===== src/rtl/simd_pkg.sv =====
package simd_pkg;
    typedef enum logic [1:0] {
        KIND_ADD  = 2'd0,
        KIND_SUB  = 2'd1,
        KIND_SADD = 2'd2,
        KIND_SSUB = 2'd3
    } op_kind_t;

    typedef enum logic [1:0] {
        SZ_B8  = 2'd0,
        SZ_B16 = 2'd1,
        SZ_B32 = 2'd2,
        SZ_B64 = 2'd3
    } elem_size_t;

    typedef enum logic {
        ST_EMPTY = 1'b0,
        ST_FULL  = 1'b1
    } out_state_t;
endpackage


===== src/rtl/simd_carry_chain.sv =====
module simd_carry_chain #(
    parameter int DATA_W = 64,
    localparam int BYTES = DATA_W / 8
) (
    input  logic [DATA_W-1:0] a_i,
    input  logic [DATA_W-1:0] b_i,
    input  logic              sub_i,
    input  logic [1:0]        size_i,
    output logic [DATA_W-1:0] sum_o,
    output logic [BYTES-1:0]  cout_o
);
    logic [BYTES-1:0] cut;

    // A byte starts a new element when its index is a multiple of the element byte count
    for (genvar g = 0; g < BYTES; g++) begin : g_cut
        assign cut[g] = ((g & ((1 << size_i) - 1)) == 0);
    end

    always_comb begin
        logic       cy;
        logic [8:0] part;
        cy     = sub_i;
        sum_o  = '0;
        cout_o = '0;
        for (int i = 0; i < BYTES; i++) begin
            if (cut[i]) cy = sub_i;
            part = {1'b0, a_i[i*8 +: 8]} + {1'b0, b_i[i*8 +: 8] ^ {8{sub_i}}} + {8'd0, cy};
            sum_o[i*8 +: 8] = part[7:0];
            cout_o[i]       = part[8];
            cy              = part[8];
        end
    end
endmodule


===== src/rtl/simd_clamp.sv =====
module simd_clamp #(
    parameter int DATA_W = 64,
    localparam int BYTES = DATA_W / 8
) (
    input  logic [DATA_W-1:0] a_i,
    input  logic [DATA_W-1:0] b_i,
    input  logic [DATA_W-1:0] sum_i,
    input  logic [BYTES-1:0]  cout_i,
    input  logic [1:0]        size_i,
    input  logic              sub_i,
    input  logic              sat_i,
    input  logic              sgn_i,
    output logic [DATA_W-1:0] res_o
);
    always_comb begin
        int   top;
        logic a_msb, b_msb, r_msb, ovf, is_top;
        logic [7:0] fill;
        res_o = sum_i;
        for (int i = 0; i < BYTES; i++) begin
            top = i | ((1 << size_i) - 1);
            if (top >= BYTES) top = BYTES - 1;
            is_top = (i == top);
            a_msb  = a_i[top*8 + 7];
            b_msb  = b_i[top*8 + 7] ^ sub_i;
            r_msb  = sum_i[top*8 + 7];
            fill   = sum_i[i*8 +: 8];
            if (sgn_i) begin
                ovf = (a_msb == b_msb) && (r_msb != a_msb);
                if (a_msb) fill = is_top ? 8'h80 : 8'h00;
                else       fill = is_top ? 8'h7F : 8'hFF;
            end else begin
                // add: carry out means overflow; sub: no carry means borrow
                ovf  = sub_i ? !cout_i[top] : cout_i[top];
                fill = sub_i ? 8'h00 : 8'hFF;
            end
            if (sat_i && ovf) res_o[i*8 +: 8] = fill;
        end
    end
endmodule


===== src/rtl/simd_addsub_top.sv =====
module simd_addsub_top
    import simd_pkg::*;
#(
    parameter int DATA_W = 64,
    localparam int BYTES = DATA_W / 8
) (
    input  logic              clk,
    input  logic              rst_n,
    input  logic              in_valid,
    input  logic [4:0]        in_op,
    input  logic [DATA_W-1:0] in_a,
    input  logic [DATA_W-1:0] in_b,
    output logic              out_valid,
    output logic [DATA_W-1:0] out_res
);
    out_state_t  state_q, state_d;
    op_kind_t    kind;
    elem_size_t  size;
    logic [DATA_W-1:0] sum, res;
    logic [BYTES-1:0]  cout;
    logic [DATA_W-1:0] res_q;

    assign kind = op_kind_t'(in_op[3:2]);
    assign size = elem_size_t'(in_op[1:0]);

    simd_carry_chain #(.DATA_W(DATA_W)) u_chain (
        .a_i    (in_a),
        .b_i    (in_b),
        .sub_i  (kind == KIND_SUB || kind == KIND_SSUB),
        .size_i (size),
        .sum_o  (sum),
        .cout_o (cout)
    );

    simd_clamp #(.DATA_W(DATA_W)) u_clamp (
        .a_i    (in_a),
        .b_i    (in_b),
        .sum_i  (sum),
        .cout_i (cout),
        .size_i (size),
        .sub_i  (kind == KIND_SUB || kind == KIND_SSUB),
        .sat_i  (kind == KIND_SADD || kind == KIND_SSUB),
        .sgn_i  (in_op[4]),
        .res_o  (res)
    );

    always_comb begin
        state_d = state_q;
        unique case (state_q)
            ST_EMPTY: state_d = in_valid ? ST_FULL : ST_EMPTY;
            ST_FULL:  state_d = in_valid ? ST_FULL : ST_EMPTY;
        endcase
    end

    always_ff @(posedge clk or negedge rst_n) begin
        if (!rst_n) state_q <= ST_EMPTY;
        else        state_q <= state_d;
    end

    always_ff @(posedge clk or negedge rst_n) begin
        if (!rst_n)        res_q <= '0;
        else if (in_valid) res_q <= res;
    end

    assign out_valid = (state_q == ST_FULL);
    assign out_res   = res_q;
endmodule


===== config.mk =====
export PLATFORM = sky130hd
export DESIGN_NAME = simd_addsub_top
export DESIGN_NICKNAME = d
export VERILOG_FILES = /design/src/rtl/simd_pkg.sv /design/src/rtl/simd_carry_chain.sv /design/src/rtl/simd_clamp.sv /design/src/rtl/simd_addsub_top.sv
export SDC_FILE = /design/constraint.sdc
export NUM_CORES = 1
export LEC_CHECK = 0
export ABC_AREA = 1
export BUFFER_PORTS_ARGS = -buffer_cell sky130_fd_sc_hd__buf_2
export CORE_MARGIN = 2
export CORE_UTILIZATION = 59
export CTS_CLUSTER_SIZE = 16
export DETAILED_ROUTE_END_ITERATION = 8
export GPL_ROUTABILITY_DRIVEN = 0
export PLACE_DENSITY = 0.88
export SYNTH_ARGS = -nofsm -noshare
export SYNTH_HDL_FRONTEND = slang
export SYNTH_SLANG_ARGS = --single-unit

===== constraint.sdc =====
create_clock -name clk -period 1.7 [get_ports clk]
set_input_delay 0 -clock clk [delete_from_list [all_inputs] [get_ports clk]]
set_output_delay 0 -clock clk [all_outputs]
set_load 0.05 [all_outputs]

==> metrics, run 1 <==
status stopped before the end; last flow stage reached global routing (5_1_grt); Stop Error [ERROR GRT-0116] Global routing finished with congestion. Check the congestion regions in the DRC Viewer.; number of buffers inserted by port buffering 200; count of state elements after synthesis 65; netlist area before placement 7640 µm²; post-synth cell types 42; cell count after synthesis 1120; CTS H-tree depth 3; first-pass GRT wire length 85000 µm; detailed placement HPWL 19100 µm; clock buffers created by TritonCTS 9; Overall Global Routing Usage 0.785; largest net degree at the start of global routing 66; Synth Area per Inst 6.82 µm²; via count of the first global-routing pass 14600; initial standard-cell utilization of the core 0.605; Cell Rows 41; Congestion Overflow GR 60; post-placement setup slack -8.50 ns; Post-Syn Nets 1331; sequential cell area fraction in the yosys report 0.213; die boundary height 118 µm; CTS Sinks 65; cell at the root of the clock tree sky130_fd_sc_hd__clkbuf_16; Boundary Pins 201; floorplan die width 118 µm; Warnings, synthesis 0; Bufs on Longest Clock Path 2
==> routing by layer <==
metal,global-route usage,overflow
met5,0.162,0
met4,0.813,19
met3,0.612,0
met2,0.956,41
met1,0.791,0
==> logic make-up after synthesis <==
kind of cell    count (synthesis)  synth area share
fa+ha+maj                      75             0.138
flops                          65             0.213
buf+inv                       139            0.0760
compound gates                171             0.131
simple gates                  560             0.316
xor+xnor                      110             0.126
==> synthesized netlist by cell type, drive strengths merged <==
library cell,count,area share
o21ai,54,0.039
xnor2,32,0.037
ha,60,0.098
xor2,78,0.089
a211oi,1,0.0016
a31oi,37,0.030
or2,3,0.0028
fa,15,0.039
nand4,6,0.0065
dfrtp,65,0.21
clkbuf,14,0.0069
and2,1,0.00082
nor2,66,0.036
a21boi,1,0.00098
inv,106,0.053
buf,18,0.015
nand2,402,0.20
o21bai,11,0.011
a21o,5,0.0049
nand3,77,0.061
nor3,2,0.0020
a21oi,58,0.039
nand3b,3,0.0029
o211ai,4,0.0039
clkinv,1,0.0011
==> what timing repair did <==
item                       CTS
pin swaps                   68
hold buffers                 1
gates resized for setup     93
cloned                       2
hold endpoints to repair    65
setup endpoints to repair   64
setup buffers              162
==> through the flow <==
step                std cells  cell area, µm²
floorplan                1120            7810
global placement         1642           10200
detailed placement       1642           10200
CTS                      1822           12100
==> run 2: changes to the inputs <==
--- a/config.mk
+++ b/config.mk
@@ -8,11 +8,10 @@
 export ABC_AREA = 1
 export BUFFER_PORTS_ARGS = -buffer_cell sky130_fd_sc_hd__buf_2
 export CORE_MARGIN = 2
-export CORE_UTILIZATION = 59
-export CTS_CLUSTER_SIZE = 16
+export CORE_UTILIZATION = 40
 export DETAILED_ROUTE_END_ITERATION = 8
 export GPL_ROUTABILITY_DRIVEN = 0
-export PLACE_DENSITY = 0.88
+export PLACE_DENSITY_LB_ADDON = 0.15
 export SYNTH_ARGS = -nofsm -noshare
 export SYNTH_HDL_FRONTEND = slang
 export SYNTH_SLANG_ARGS = --single-unit
==> run 2 against run 1 <==
Compared with the run above:
- the flow now finishes, with violations (setup timing)
- synthesized cell count did not move
- area after synthesis is the same
==> metrics, run 2 <==
status finished, violations left (was stopped before the end); failing checks setup timing; Vias 9257; Leak Pwr 6.65 nW; number of standard cells in the layout, taps in and fillers out 1834; post-synth top area share 0.213 (unchanged); sequential cell area fraction in the yosys report 0.213 (unchanged); Rel. slew slack 0.501; cell count after synthesis 1120 (unchanged); standard cell with the maximum stage delay on the critical path sky130_fd_sc_hd__fa_2; netlist area before placement 7640 µm² (unchanged); antenna violations before repair 0; critical path arrival 10.05 ns; Worst Skew 0 ns; DIE AREA 20200 µm²; share of final-layout standard cells stronger than drive strength 1 0.444; Worst Tran Pin Value 0.747 ns; Diodes inserted 0; part of the cycle the worst path needs 5.77; Congestion Overflow GR 0; final-layout worst hold slack 0.125 ns; kind of critical path in2reg; biggest area contributors in the synthesized netlist sky130_fd_sc_hd__dfrtp_1, sky130_fd_sc_hd__nand2_1, sky130_fd_sc_hd__ha_1, sky130_fd_sc_hd__xor2_1, sky130_fd_sc_hd__inv_1 (unchanged); CTS H-tree depth 3 (unchanged); cell type with the highest occurrence count on the critical path sky130_fd_sc_hd__buf_4; Comb power frac 0.624; number of max-capacitance violations reported 0; floorplan die width 142 µm (was 118 µm); logic depth of the worst register-to-register path 2; final number of hold-violating endpoints 0; First-pass DRT Iterations 5; Pwr per Cell Area 935 nW/µm²; maximum fanout along the worst path 8; count of state elements after synthesis 65 (unchanged); Peak Freq 102 MHz; detailed placement HPWL 19300 µm (was 19100 µm); Overall Power 11.4 mW; Synth Area per Inst 6.82 µm² (unchanged); initial standard-cell utilization of the core 0.408 (was 0.605); worst IR drop on VDD 0.699 mV; placed cells 1710 (was 1642); setup violation total in the final timing report 64; number of vias per cell 5.05; cell at the root of the clock tree sky130_fd_sc_hd__clkbuf_16 (unchanged); cell type with the largest total area after synthesis sky130_fd_sc_hd__dfrtp_1 (unchanged); Boundary Pins 201 (unchanged); Reg-to-Reg End out_res[40]; Buffers & Inverters on Critical Path 48; cell-internal power 6.04 mW; clock-pin slew on the worst setup and hold paths 0.06 ns; most frequent cells in the layout sky130_fd_sc_hd__nand2_1, sky130_fd_sc_hd__buf_4, sky130_fd_sc_hd__buf_2; remaining antenna violation count 0; via count of the first global-routing pass 8984; sequential power share 0.190; share of async-settable or async-resettable flops after synthesis 1.00 (unchanged); clock buffers created by TritonCTS 9 (unchanged); Top Family by Delay on Critical Path buffers and inverters; relative contribution of the clock network to total power 0.186; Min-Delay Path Class in2async; setup TNS after final layout -504.15 ns; largest net degree at the start of global routing 48; Post-Syn Nets 1331 (unchanged); Detailed Route WL 27800 µm; standard cell core area 18700 µm²; maximum single-stage delay on the critical path 0.38 ns; post-synth cell types 42 (unchanged); Warnings, synthesis 0 (unchanged); starting DRC count in detailed routing 569; Overall Global Routing Usage 0.266; switching power 5.39 mW; FF-to-FF Start out_res[40]; sort of element at the start of the critical path primary input; data required time of the critical path 1.94 ns; die boundary height 142 µm (was 118 µm); cell with the most instances after synthesis sky130_fd_sc_hd__nand2_1 (unchanged); clock tree from TritonCTS built; number of buffers inserted by port buffering 200 (unchanged); commonest non-fill, non-tap cell in the layout sky130_fd_sc_hd__nand2_1; Layout Nets 1806; Setup WS post-layout -8.11 ns; clock network latency to the later pin of the worst-skew pair 0.35 ns; signed area change from the synthesized netlist to the final layout 59.9%; Reg2Reg Setup Slack 0.95 ns; flip-flop count of the largest register, all copies and words added 64; fraction of power spent switching nets 0.472; RSZ-0062 raised after global routing true; Critical Path Sink Type flip-flop; Slew Limit Fails 0; count of unresolved DRC violations after routing 0; Cell Rows 50 (was 41); most frequent cells after synthesis sky130_fd_sc_hd__nand2_1, sky130_fd_sc_hd__inv_1, sky130_fd_sc_hd__xor2_1 (unchanged); time the final worst path needs with I/O delays and setup 9.81 ns; Most used DFF post-synth sky130_fd_sc_hd__dfrtp_1 (unchanged); average routed wire per standard cell 15.2 µm; Bufs on Longest Clock Path 2 (unchanged); first-pass GRT wire length 42900 µm; number of enable-type register cells in the synthesized netlist 0 (unchanged); CTS Sinks 65 (unchanged)
## run 2: cell counts after synthesis
No cell type changed its count.
## run 2: how the worst max path moves through the flow
stage / start / endpoint / slack [ns] / cells after the start
6_report: in_op[2] / out_res[18] / -8.11 / 74
5_1_grt: in_op[2] / out_res[21] / -8.40 / 59
4_1_cts: in_op[2] / out_res[0] / -7.69 / 62
3_5_place_dp: in_op[2] / out_res[21] / -8.66 / 61
3_3_place_gp: in_op[2] / out_res[22] / -8.30 / 60
2_1_floorplan: in_op[2] / out_res[17] / -8.00 / 62
## run 2: cells by family after synthesis
| family | Yosys count | synth area share |
|---|---|---|
| adders and majority gates | 75 | 0.138 |
| and+or+nand+nor | 560 | 0.316 |
| xor gates and xnor gates | 110 | 0.126 |
| buffers and inverters | 139 | 0.0760 |
| DFF | 65 | 0.213 |
| AOI/OAI and AO/OA | 171 | 0.131 |
## run 2: power by group through the flow
stage,logic [mW],registers (mW),clock network [mW]
after detailed placement,6.11,2.20,0
after global routing,7.71,2.23,2.20
after CTS,6.57,2.18,2.12
after global placement,6.07,2.20,0
after floorplan,2.69,3.59,0
final,7.13,2.18,2.12
## run 2: worst register-to-register path: stages, from the launching register on
cell,delay (ns)
sky130_fd_sc_hd__dfrtp_1,0.40
sky130_fd_sc_hd__nor2_1,0.19
sky130_fd_sc_hd__a31oi_4,0.04
## run 2: cell type report
cell class,instances,area [µm²]
Multi-Input combinational cell,917,6250
Timing Repair Buffer,495,3300
Tap cell,234,293
Inverter,107,417
Clock buffer,11,253
Fill cell,1626,6490
Clock inverter,5,77.6
Sequential cell,65,1630
## run 2: per-stage QoR
stage | cell area, µm² | worst slack [ns] | utilization
after floorplan | 7810 | -8.00 | -
after global placement | 10300 | -8.30 | 0.552
after detailed placement | 10300 | -8.66 | 0.552
after CTS | 11600 | -7.69 | 0.622
after global routing | 12200 | -8.40 | 0.653
final | 12200 | -8.11 | 0.653
## run 2: per-layer routing
layer / global-route usage / up-vias / wire (µm) / share of wire
li1: - / 4576 / - / -
met1: 0.334 / 4242 / 12100 / 0.43
met2: 0.449 / 345 / 13100 / 0.47
met3: 0.0434 / 94 / 1520 / 0.055
met4: 0.124 / 0 / 1120 / 0.040
met5: 0 / - / 0 / 0
## run 2: repair_timing
item | CTS | global route
resized for setup | 56 | 111
hold buffers | 1 | 0
hold endpoints to repair | 65 | 0
endpoints found under the setup margin | 64 | 64
pin swaps | 41 | 42
buffers inserted | 95 | 12
gates cloned | 1 | 1
(Power assumes the default switching activity.)
